--- config.mk ---
export PLATFORM = sky130hd
export DESIGN_NAME = bitop_unit
export DESIGN_NICKNAME = d
export VERILOG_FILES = /design/src/rtl/bitop_pkg.sv /design/src/rtl/bitop_index.sv /design/src/rtl/bitop_mask.sv /design/src/rtl/bitop_alter.sv /design/src/rtl/bitop_unit.sv
export SDC_FILE = /design/constraint.sdc
export NUM_CORES = 1
export LEC_CHECK = 0
export CAP_MARGIN = 10
export CORE_MARGIN = 4
export CORE_UTILIZATION = 55
export CTS_BUF_LIST = sky130_fd_sc_hd__clkbuf_16
export CTS_CLUSTER_DIAMETER = 60
export CTS_CLUSTER_SIZE = 12
export DETAILED_ROUTE_END_ITERATION = 16
export DONT_BUFFER_PORTS = 1
export GPL_TIMING_DRIVEN = 0
export PLACE_DENSITY = 0.7
export RECOVER_POWER = 50
export SLEW_MARGIN = 5
export SYNTH_ARGS = -nofsm -noshare
export SYNTH_HDL_FRONTEND = slang
export SYNTH_SLANG_ARGS = --single-unit
--- constraint.sdc ---
create_clock -name clk -period 1.91 [get_ports clk]
set_input_delay 0.2865 -clock clk [delete_from_list [all_inputs] [get_ports clk]]
set_output_delay 0.2865 -clock clk [all_outputs]
set_load 0.01 [all_outputs]
--- src/rtl/bitop_pkg.sv ---
package bitop_pkg;

    localparam int DATA_W = 32;
    localparam int FLAG_W = 5;

    localparam int FL_C = 0;
    localparam int FL_V = 1;
    localparam int FL_Z = 2;
    localparam int FL_N = 3;
    localparam int FL_X = 4;

    typedef enum logic [1:0] {
        OP_TEST   = 2'b00,
        OP_CHANGE = 2'b01,
        OP_CLEAR  = 2'b10,
        OP_SET    = 2'b11
    } bitop_e;

    typedef struct packed {
        logic              done;
        logic              wr_en;
        logic [DATA_W-1:0] result;
        logic [FLAG_W-1:0] ccr;
    } bitop_state_t;

endpackage

--- src/rtl/bitop_index.sv ---
module bitop_index #(
    parameter int DATA_W = 32,
    parameter int BYTE_W = 8,
    parameter int IMM_W  = 8,
    localparam int IDX_W  = $clog2(DATA_W),
    localparam int BIDX_W = $clog2(BYTE_W)
) (
    input  logic              is_mem,
    input  logic              use_imm,
    input  logic [DATA_W-1:0] bit_reg,
    input  logic [IMM_W-1:0]  bit_imm,
    output logic [IDX_W-1:0]  idx
);
    logic [IDX_W-1:0] raw_idx;

    always_comb begin
        // pick the bit-number source
        raw_idx = use_imm ? bit_imm[IDX_W-1:0] : bit_reg[IDX_W-1:0];
        // wrap by operand kind
        if (is_mem) begin
            idx = {{(IDX_W-BIDX_W){1'b0}}, raw_idx[BIDX_W-1:0]};
        end else begin
            idx = raw_idx;
        end
    end
endmodule

--- src/rtl/bitop_mask.sv ---
module bitop_mask #(
    parameter int DATA_W = 32,
    localparam int IDX_W = $clog2(DATA_W)
) (
    input  logic [IDX_W-1:0]  idx,
    output logic [DATA_W-1:0] mask
);
    for (genvar g = 0; g < DATA_W; g++) begin : g_dec
        assign mask[g] = (idx == IDX_W'(g));
    end
endmodule

--- src/rtl/bitop_alter.sv ---
module bitop_alter
    import bitop_pkg::*;
#(
    parameter int WIDTH = 32
) (
    input  logic [WIDTH-1:0] opnd,
    input  logic [WIDTH-1:0] mask,
    input  bitop_e           op,
    output logic [WIDTH-1:0] result,
    output logic             old_bit,
    output logic             wr_req
);
    always_comb begin
        old_bit = |(opnd & mask);
        wr_req  = (op != OP_TEST);
        unique case (op)
            OP_SET:    result = opnd | mask;
            OP_CLEAR:  result = opnd & ~mask;
            OP_CHANGE: result = opnd ^ mask;
            default:   result = opnd;
        endcase
    end
endmodule

--- src/rtl/bitop_unit.sv ---
module bitop_unit
    import bitop_pkg::*;
#(
    parameter int BYTE_W = 8,
    parameter int IMM_W  = 8,
    localparam int IDX_W = $clog2(DATA_W)
) (
    input  logic              clk,
    input  logic              rst_n,
    input  logic              in_valid,
    input  logic [31:0]       in_opnd,
    input  logic              in_is_mem,
    input  logic              in_use_imm,
    input  logic [31:0]       in_bit_reg,
    input  logic [IMM_W-1:0]  in_bit_imm,
    input  logic [1:0]        in_op,
    input  logic [4:0]        in_ccr,
    output logic              out_done,
    output logic [31:0]       out_result,
    output logic              out_wr_en,
    output logic [4:0]        out_ccr
);
    logic [IDX_W-1:0]  sel_idx;
    logic [DATA_W-1:0] sel_mask;
    logic [DATA_W-1:0] alt_result;
    logic              alt_old;
    logic              alt_wr;
    bitop_e            op_sel;
    bitop_state_t      st_d, st_q;

    assign op_sel = bitop_e'(in_op);

    bitop_index #(.DATA_W(DATA_W), .BYTE_W(BYTE_W), .IMM_W(IMM_W)) i_index (
        .is_mem  (in_is_mem),
        .use_imm (in_use_imm),
        .bit_reg (in_bit_reg),
        .bit_imm (in_bit_imm),
        .idx     (sel_idx)
    );

    bitop_mask #(.DATA_W(DATA_W)) i_mask (
        .idx  (sel_idx),
        .mask (sel_mask)
    );

    bitop_alter #(.WIDTH(DATA_W)) i_alter (
        .opnd    (in_opnd),
        .mask    (sel_mask),
        .op      (op_sel),
        .result  (alt_result),
        .old_bit (alt_old),
        .wr_req  (alt_wr)
    );

    always_comb begin
        st_d       = st_q;
        st_d.done  = in_valid;
        st_d.wr_en = in_valid & alt_wr;
        if (in_valid) begin
            st_d.result    = alt_result;
            st_d.ccr       = in_ccr;
            st_d.ccr[FL_Z] = ~alt_old;
        end
    end

    always_ff @(posedge clk or negedge rst_n) begin
        if (!rst_n) begin
            st_q <= '0;
        end else begin
            st_q <= st_d;
        end
    end

    assign out_done   = st_q.done;
    assign out_wr_en  = st_q.wr_en;
    assign out_result = st_q.result;
    assign out_ccr    = st_q.ccr;


    done_follows_valid_chk: assert property (@(posedge clk) disable iff (!rst_n)
        in_valid |=> out_done);


    idle_hold_chk: assert property (@(posedge clk) disable iff (!rst_n)
        !in_valid |=> (!out_done && !out_wr_en && $stable(out_result) && $stable(out_ccr)));


    test_no_write_chk: assert property (@(posedge clk) disable iff (!rst_n)
        (in_valid && in_op == 2'b00) |=> (!out_wr_en && out_result == $past(in_opnd)));


    modify_writes_chk: assert property (@(posedge clk) disable iff (!rst_n)
        (in_valid && in_op != 2'b00) |=> out_wr_en);


    flags_kept_chk: assert property (@(posedge clk) disable iff (!rst_n)
        in_valid |=> (out_ccr[FL_X] == $past(in_ccr[FL_X]) && out_ccr[FL_N] == $past(in_ccr[FL_N])
                   && out_ccr[FL_V] == $past(in_ccr[FL_V]) && out_ccr[FL_C] == $past(in_ccr[FL_C])));


    byte_upper_kept_chk: assert property (@(posedge clk) disable iff (!rst_n)
        (in_valid && in_is_mem) |=> out_result[31:8] == $past(in_opnd[31:8]));


    single_bit_diff_chk: assert property (@(posedge clk) disable iff (!rst_n)
        in_valid |=> $countones(out_result ^ $past(in_opnd)) <= 1);


    write_only_with_done_chk: assert property (@(posedge clk) disable iff (!rst_n)
        out_wr_en |-> out_done);
endmodule

==> results of run 1 <==
-- metal layers --
| layer | track usage | vias to the layer above | part of all wire |
|---|---|---|---|
| met1 | 0.319 | 1771 | 0.39 |
| met5 | 0 | - | 0 |
| met2 | 0.414 | 196 | 0.47 |
| li1 | - | 1483 | - |
| met3 | 0.0718 | 45 | 0.10 |
| met4 | 0.0980 | 0 | 0.038 |
-- through the flow --
step | std cells | setup WS, ns | power (mW) | utilization | setup TNS (ns)
2_1_floorplan | 403 | -0.355 | 1.60 | - | -10.49
3_3_place_gp | 505 | -0.588 | 1.71 | 0.596 | -17.51
3_5_place_dp | 505 | -0.645 | 1.75 | 0.596 | -18.69
4_1_cts | 535 | -0.268 | 2.89 | 0.699 | -6.31
5_1_grt | 549 | -0.344 | 3.15 | 0.757 | -8.33
6_report | 549 | -0.304 | 3.02 | 0.757 | -7.16
-- cells by family after synthesis --
| family | after synthesis | share of synthesized area |
|---|---|---|
| adders and majority gates | 96 | 0.273 |
| buffers and inverters | 81 | 0.0845 |
| and+or+nand+nor | 93 | 0.103 |
| muxes | 69 | 0.261 |
| AOI/OAI and AO/OA | 25 | 0.0561 |
| DFF | 39 | 0.222 |
-- cells in the final DEF, fill, tap and decap left out, types with 2 or more instances in the layout --
master     count
or3b_4         4
mux2_2        13
mux2_4        23
a2bb2o_2       2
nand2b_1       2
a211oi_4       4
ha_4          24
inv_1         64
buf_12         5
nor2_1        29
buf_6         15
ha_1          71
nand2_1        8
mux4_2        32
a2bb2o_1       2
nand2_4        8
a211o_4        2
and2_1         4
clkbuf_16      5
nand4_1        2
nand3b_1       5
buf_16         2
buf_4         18
buf_2          4
o22ai_4        2
nor2b_4        2
a21oi_4        3
nor4_1         2
dfrtp_1       39
a2bb2oi_4      4
nor4_2         3
nand2_2       17
-- flip-flops by register name, summed over array words and instances, names as in the netlist --
| signal | count |
|---|---|
| out_ccr | 5 |
| out_done | 1 |
| out_result | 32 |
| out_wr_en | 1 |
-- where the power goes --
| part | leakage (nW) | switching, mW | total, mW | internal (mW) |
|---|---|---|---|---|
| Combinational | 2.15 | 0.423 | 0.949 | 0.525 |
| Sequential | 0.457 | 0.148 | 1.10 | 0.950 |
| Clock | 0.0812 | 0.364 | 0.975 | 0.610 |
-- area by class of cell --
class | count | share of cell area
multi-input combinational | 287 | 0.656
sequential | 39 | 0.166
timing repair buffer | 32 | 0.0592
inverter | 64 | 0.0409
buffer | 17 | 0.0287
tap | 102 | 0.0217
clock buffer | 5 | 0.0213
clock inverter | 3 | 0.00660
-- synth_stat cells (2+ instances only) --
library cell / number
a211o_1: 3
nand3_1: 2
nor2_1: 29
mux4_2: 32
and2_1: 4
nand3b_1: 5
nand2_1: 33
inv_1: 64
a211oi_2: 4
buf_4: 2
a2bb2o_1: 4
nor2b_1: 2
or3b_1: 2
nand4_1: 2
a21oi_2: 2
ha_1: 96
a2bb2oi_1: 4
buf_2: 6
dfrtp_1: 39
mux2_2: 36
a21o_1: 2
nor4_1: 6
nand2b_1: 3
buf_6: 7
or3b_4: 2
-- timing repair --
action | in CTS | in global routing
pin swaps | 23 | 25
endpoints found under the hold margin | 39 | 0
hold buffers | 2 | 0
gates cloned | 6 | 0
setup buffers | 14 | 14
endpoints found under the setup margin | 33 | 33
gates resized for setup | 71 | 58
-- final timing paths --
path	start	endpoint	slack, ns	cells past startpoint
setup / recovery	in_use_imm	out_result[19]$_DFFE_PN0P_	-0.30	8
hold / removal	in_valid	out_done$_DFF_PN0_	0.03	0
setup reg to reg	out_result[18]$_DFFE_PN0P_	out_result[18]$_DFFE_PN0P_	1.08	1
hold reg to reg	out_result[31]$_DFFE_PN0P_	out_result[31]$_DFFE_PN0P_	0.58	1
max in group asynchronous	rst_n	out_ccr[3]$_DFFE_PN0P_	0.51	2
min in group asynchronous	rst_n	out_result[20]$_DFFE_PN0P_	0.75	2
-- critical path: cells and delay by family --
kind | cells | cell delay [ns]
multiplexers | 3 | 0.97
buffers and inverters | 2 | 0.26
adder cells (fa/ha/maj) | 1 | 0.29
AND/OR/NAND/NOR | 1 | 0.17
AO/OA/AOI/OAI | 1 | 0.40
==> flow_metrics.tcl, run 1 <==
set metrics [dict create \
    dr.pass1.iters 5 \
    clock_skew_ns 0 \
    fin_crit_sh 1.16 \
    peakVddDrop_mv 0.340 \
    syn_area_mm2 0.00440 \
    clk_pin_slew_ns 0.06 \
    gp_congestion 0.868 \
    overflow 0 \
    hold_viol 0 \
    whs_ns 0.0273 \
    worst-endpoint-arrival_ns 2.39 \
    slowest_delay_ns 0.47 \
    syn_inst 403 \
    ys_warn_count 0 \
    cts-buffers-inserted 5 \
    dieArea_mm2 0.00949 \
    p_per_area_mw_per_mm2 514 \
    synth_top_cell_by_area "ha_1" \
    cts.sinks 39 \
    drtIter0Drc 314 \
    status "finished, violations left" \
    yosysSeqAreaShare 0.222 \
    antenna_found_initial 0 \
    grt_pass1_vias 3543 \
    vias 3495 \
    fp.dieH_um 97.4 \
    num_io_pins 123 \
    routed_wl_um 13200 \
    cts_buffer_depth 2 \
    multiInputGateArea_mm2 0.00385 \
    cp-end-kind "register" \
    maxCapViolCount 0 \
    required_ns 2.08 \
    cp-start-kind "input pin" \
    cts_tree "built" \
    drive_gt1_frac 0.470 \
    io_buffers 0 \
    netlist_top_cells_area "ha_1 27%, dfrtp_1 22%, mux4_2 16%" \
    critical_path_class "input pin to register" \
    synth_ff_type "dfrtp_1" \
    area_delta_synth_final_pct 33.7 \
    initial_core_util 0.566 \
    ys_seq_elements 39 \
    track_usage 0.254 \
    fill_cells 455 \
    drv_slew 0 \
    core_mm2 0.00777 \
    finalCriticalPeriod_ns 2.21 \
    cts-root-buf "clkbuf_16" \
    clock_latency_ns 0.28 \
    hpwl_um 8050 \
    async_reset_ff_frac 1.00 \
    max_freq_mhz 452 \
    setup_viol 33 \
    num_antenna_cells 0 \
    wl_per_cell_um 24.1 \
    via_per_inst 6.37 \
    synth.distinct_cells 37 \
    cp_max_fo 8 \
    path_cells "buf_12 -> mux2i_4 -> buf_6 -> a211oi_4 -> nand2_1 -> ha_1 -> mux4_2 -> mux2_2" \
    placed_area_mm2 0.00463 \
    leakage_nw 2.69 \
    final_area_mm2 0.00588 \
    htreeDepth 2 \
    tightest_slew_ns 1.04 \
    final_nets 626 \
    grt_pass1_wl_um 19000 \
    route.detailed.drc 0 \
    ant_nets 0 \
    rows 32 \
    slew_headroom 0.306 \
    die_w_um 97.4 \
    violations "negative setup slack" \
    ff_latch_area_um2 976 \
    synth_fp_nets 583 \
    rsz0062_at_grt "true" \
    setup_slack_ns -0.304 \
    synth_top_area_share 0.273 \
    syn_area_per_cell_um2 10.9 \
    slowest_stage "mux4_2" \
    synth_edf_count 0 \
    grt_start_max_net_pins 40 \
    hold_class "input pin to register" \
]
(Power assumes the default switching activity.)
==> inputs of run 2 (changes only) <==
--- a/config.mk
+++ b/config.mk
@@ -6,7 +6,7 @@
 export NUM_CORES = 1
 export LEC_CHECK = 0
 export CAP_MARGIN = 10
-export CORE_MARGIN = 4
+export CORE_MARGIN = 2
 export CORE_UTILIZATION = 55
 export CTS_BUF_LIST = sky130_fd_sc_hd__clkbuf_16
 export CTS_CLUSTER_DIAMETER = 60
==> run 2 against run 1 <==
The flow still finishes with violations (negative setup slack); first-iteration DRC count shrank 19%; final cell count up 2.0%; via count shrank 1.2%; critical path depth down 1; clock skew unchanged; clock power grew 13%.
==> flow_metrics.tcl, run 2 (synthesis results as in run 1) <==
set metrics [dict create \
    status "finished, violations left" \
    violations "negative setup slack" \
    setup-tns-final_ns -7.00 \
    overflow 0 \
    cts-root-buf "clkbuf_16" \
    setup_slack_ns -0.274 \
    vias 3453 \
    max_freq_mhz 458 \
    via_per_inst 6.17 \
    cts.sinks 39 \
    fin_crit_sh 1.14 \
    final_area_mm2 0.00602 \
    rsz0062_at_grt "true" \
    cts_tree "built" \
    drtIter0Drc 253 \
    final_common_cell "ha_1" \
    slowest_stage "o32ai_2" \
    required_ns 2.09 \
    drv_slew 0 \
    path_cells "buf_12 -> buf_6 -> o32ai_2 -> nand2_1 -> ha_1 -> mux4_2 -> mux2_2" \
    critPathBufInv 2 \
    grt_start_max_net_pins 40 \
    track_usage 0.264 \
    slowest_delay_ns 0.61 \
    dr.pass1.iters 4 \
    cp-end-kind "register" \
    slew_headroom 0.325 \
    largest_reg_flops 32 \
    clk_pin_slew_ns 0.07 \
    antenna_found_initial 0 \
    leakage_nw 2.79 \
    clock_latency_ns 0.28 \
    cp-start-kind "input pin" \
    p_per_area_mw_per_mm2 525 \
    wl_per_cell_um 23.4 \
    maxCapViolCount 0 \
    stdcell_count 560 \
    route.detailed.drc 0 \
    setup_viol 33 \
    clock_skew_ns 0 \
    area_delta_synth_final_pct 36.9 \
    dieArea_mm2 0.00873 \
    fill_cells 426 \
    tightest_slew_ns 1.01 \
    num_io_pins 123 \
    rows 32 \
    ant_nets 0 \
    whs_ns 0.0326 \
    cp_max_fo 11 \
    cpLargestDelayFamily "multiplexers" \
    finalCriticalPeriod_ns 2.18 \
    worst-endpoint-arrival_ns 2.36 \
    hpwl_um 7900 \
    initial_core_util 0.569 \
    drive_gt1_frac 0.480 \
    placed_area_mm2 0.00463 \
    peakVddDrop_mv 0.479 \
    gp_congestion 0.875 \
    num_antenna_cells 0 \
    routed_wl_um 13100 \
    fp.dieH_um 93.4 \
    core_mm2 0.00773 \
    cts_buffer_depth 2 \
    htreeDepth 2 \
    dp_slack_ns -0.657 \
    io_buffers 0 \
    grt_pass1_wl_um 17600 \
    hold_viol 0 \
    most-common-layout-cells "70 x ha_1, 65 x inv_1, 39 x dfrtp_1" \
    die_w_um 93.4 \
    critical_path_class "input pin to register" \
    grt_pass1_vias 3319 \
    dp_cells 505 \
    cts-buffers-inserted 5 \
    hold_class "input pin to register" \
    final_nets 637 \
]
run 2: final timing paths:
path	start	to	slack, ns	depth (start not counted)
worst max-delay path	in_use_imm	out_result[2]$_DFFE_PN0P_	-0.27	7
worst min-delay path	in_valid	out_done$_DFF_PN0_	0.03	0
worst max register to register	out_result[18]$_DFFE_PN0P_	out_result[18]$_DFFE_PN0P_	1.07	1
worst min register to register	out_ccr[4]$_DFFE_PN0P_	out_ccr[4]$_DFFE_PN0P_	0.58	1
max in group asynchronous	rst_n	out_result[4]$_DFFE_PN0P_	0.50	2
min in group asynchronous	rst_n	out_result[18]$_DFFE_PN0P_	0.77	2
run 2: where the power goes:
group,internal (mW),leakage (nW),switching [mW]
clock network,0.745,0.0952,0.357
logic,0.529,2.24,0.432
registers,0.950,0.457,0.145
run 2: timing repair:
item / 4_1_cts / 5_1_grt
hold endpoints to repair: 39 / 0
gates resized for setup: 78 / 67
setup endpoints to repair: 33 / 33
cloned: 5 / 1
setup buffers: 13 / 29
hold buffers: 2 / 0
pin swaps: 29 / 38
run 2: final cells by class:
cell class / count / area, um2 / area share
Multi-Input combinational cell: 287 / 3890 / 0.646
Inverter: 64 / 240 / 0.0399
Clock buffer: 5 / 125 / 0.0208
Buffer: 16 / 145 / 0.0241
Tap cell: 102 / 128 / 0.0212
Sequential cell: 39 / 976 / 0.162
Timing Repair Buffer: 44 / 450 / 0.0748
Clock inverter: 3 / 63.8 / 0.0106
run 2: routing by layer:
layer	GRT usage	vias to the layer above	routed length (um)
met5	0	-	0
met4	0.0723	0	235
met3	0.0556	19	1000
met2	0.435	164	6400
met1	0.353	1764	5470
li1	-	1506	-
run 2: metrics by stage:
stage                     total power [mW]   util
after global routing                  3.27  0.779
after floorplan                       1.60      -
after CTS                             3.01  0.708
after global placement                1.71  0.599
final                                 3.16  0.779
after detailed placement              1.75  0.599
==> inputs of run 3 (changes only) <==
--- a/config.mk
+++ b/config.mk
@@ -13,8 +13,7 @@
 export CTS_CLUSTER_SIZE = 12
 export DETAILED_ROUTE_END_ITERATION = 16
 export DONT_BUFFER_PORTS = 1
-export GPL_TIMING_DRIVEN = 0
-export PLACE_DENSITY = 0.7
+export PLACE_DENSITY = 0.67
 export RECOVER_POWER = 50
 export SLEW_MARGIN = 5
 export SYNTH_ARGS = -nofsm -noshare
==> run 3 against run 2 <==
The flow still finishes with violations (negative setup slack); sequential share of layout area grew 1.2 points; die area unchanged; sequential power hardly changed; hold slack improved by 0.011 ns; fmax increased by 3.7%; via count shrank 5.6%; total power fell by 9.0%; flip-flop and latch count unchanged; critical path depth shrank 1; core utilization is 5.2 points lower; clock-buffer cell count stayed put.
==> flow_metrics.tcl, run 3 (synthesis results as in run 1) <==
set metrics [dict create \
    cts.sinks 39 \
    rsz0062_at_grt "true" \
    num_io_pins 123 \
    area_delta_synth_final_pct 27.8 \
    cts-root-buf "clkbuf_16" \
    routed_wl_um 11500 \
    status "finished, violations left" \
    stdcell_count 537 \
    clk_pin_slew_ns 0.06 \
    hold_class "input pin to register" \
    fp.dieH_um 93.4 \
    maxCapViolCount 0 \
    post-route-util 0.727 \
    rows 32 \
    setup-tns-final_ns -2.53 \
    violations "negative setup slack" \
    initial_core_util 0.569 \
    required_ns 2.08 \
    clock_latency_ns 0.28 \
    drive_gt1_frac 0.434 \
    dieArea_mm2 0.00873 \
    hpwl_um 7370 \
    via_per_inst 6.07 \
    cts_buffer_depth 2 \
    grtUsageMet2 0.411 \
    clock_skew_ns 0 \
    htreeDepth 2 \
    wl_per_cell_um 21.4 \
    cp-end-kind "register" \
    dr.pass1.iters 5 \
    hold_viol 0 \
    io_buffers 0 \
    setup_viol 28 \
    grt_pass1_wl_um 17000 \
    rrSetupSlack_ns 1.07 \
    largest_reg_flops 32 \
    drtIter0Drc 195 \
    reg2reg_from "out_result[10]$_DFFE_PN0P_" \
    track_usage 0.252 \
    num_antenna_cells 0 \
    vias 3261 \
    grt_pass1_vias 3200 \
    finalCriticalPeriod_ns 2.11 \
    cp-start-kind "input pin" \
    grt_start_max_net_pins 41 \
    fin_crit_sh 1.10 \
    final_nets 614 \
    core_mm2 0.00773 \
    final_common_cell "ha_1" \
    p_per_area_mw_per_mm2 511 \
    tightest_slew_ns 1.05 \
    met3_usage 0.0572 \
    route.detailed.drc 0 \
    die_w_um 93.4 \
    max_freq_mhz 475 \
    peakVddDrop_mv 0.569 \
    busiest_layer "met2" \
    critPathLaunch "in_bit_imm[1]" \
    slew_headroom 0.303 \
    met1_usage 0.344 \
    antenna_found_initial 0 \
    cp_max_fo 4 \
    ant_nets 0 \
    most-common-layout-cells "69 x ha_1, 64 x inv_1, 39 x dfrtp_1" \
    min_from "in_valid" \
    drv_slew 0 \
    leakage_nw 2.60 \
    critical_path_class "input pin to register" \
    dp_slack_ns -0.482 \
    overflow 0 \
    cts_tree "built" \
    setup_slack_ns -0.197 \
    cts-buffers-inserted 5 \
    dp_cells 508 \
    worst-endpoint-arrival_ns 2.27 \
    gp_congestion 0.873 \
]
run 3: final timing paths:
check                                        endpoint  depth (start not counted)
setup / recovery           out_result[28]$_DFFE_PN0P_                          6
hold / removal                     out_done$_DFF_PN0_                          0
setup reg to reg           out_result[10]$_DFFE_PN0P_                          1
hold reg to reg                out_ccr[4]$_DFFE_PN0P_                          1
max in group asynchronous   out_result[9]$_DFFE_PN0P_                          2
min in group asynchronous  out_result[29]$_DFFE_PN0P_                          2
run 3: cell type report:
cell class | instances | area [um2]
Tap cell | 102 | 128
Sequential cell | 39 | 976
Inverter | 64 | 240
Clock buffer | 5 | 125
Clock inverter | 3 | 43.8
Timing Repair Buffer | 39 | 340
Multi-Input combinational cell | 285 | 3770
Fill cell | 499 | 2110
run 3: per-stage QoR:
step	power (mW)	hold slack (ns)	cell area, um2
4_1_cts	2.77	0.0334	5180
5_1_grt	2.99	0.0315	5620
6_report	2.87	0.0438	5620
3_5_place_dp	1.68	-0.00802	4650
2_1_floorplan	1.60	-0.00909	4500
3_3_place_gp	1.65	-0.00805	4650
run 3: routing by layer:
layer	up-vias	part of all wire
met5	-	0
li1	1445	-
met3	13	0.077
met1	1681	0.41
met4	0	0.014
met2	122	0.50
run 3: critical path: stages:
cell      delay, ns
or3b_4         0.42
a211oi_4       0.41
nand2_1        0.14
ha_1           0.31
mux4_2         0.45
mux2_4         0.27
run 3: what timing repair did:
action                                  4_1_cts  5_1_grt
gates cloned                                  2        0
hold endpoints to repair                     39        0
hold buffers                                  2        0
gates resized for setup                      38       63
pin swaps                                    22       25
endpoints found under the setup margin       33       33
setup buffers                                 7       11
run 3: report_power, final:
part | switching (mW) | total (mW) | leakage [nW] | internal [mW]
Clock | 0.368 | 0.985 | 0.0838 | 0.617
Combinational | 0.312 | 0.789 | 2.06 | 0.476
Sequential | 0.149 | 1.10 | 0.457 | 0.949
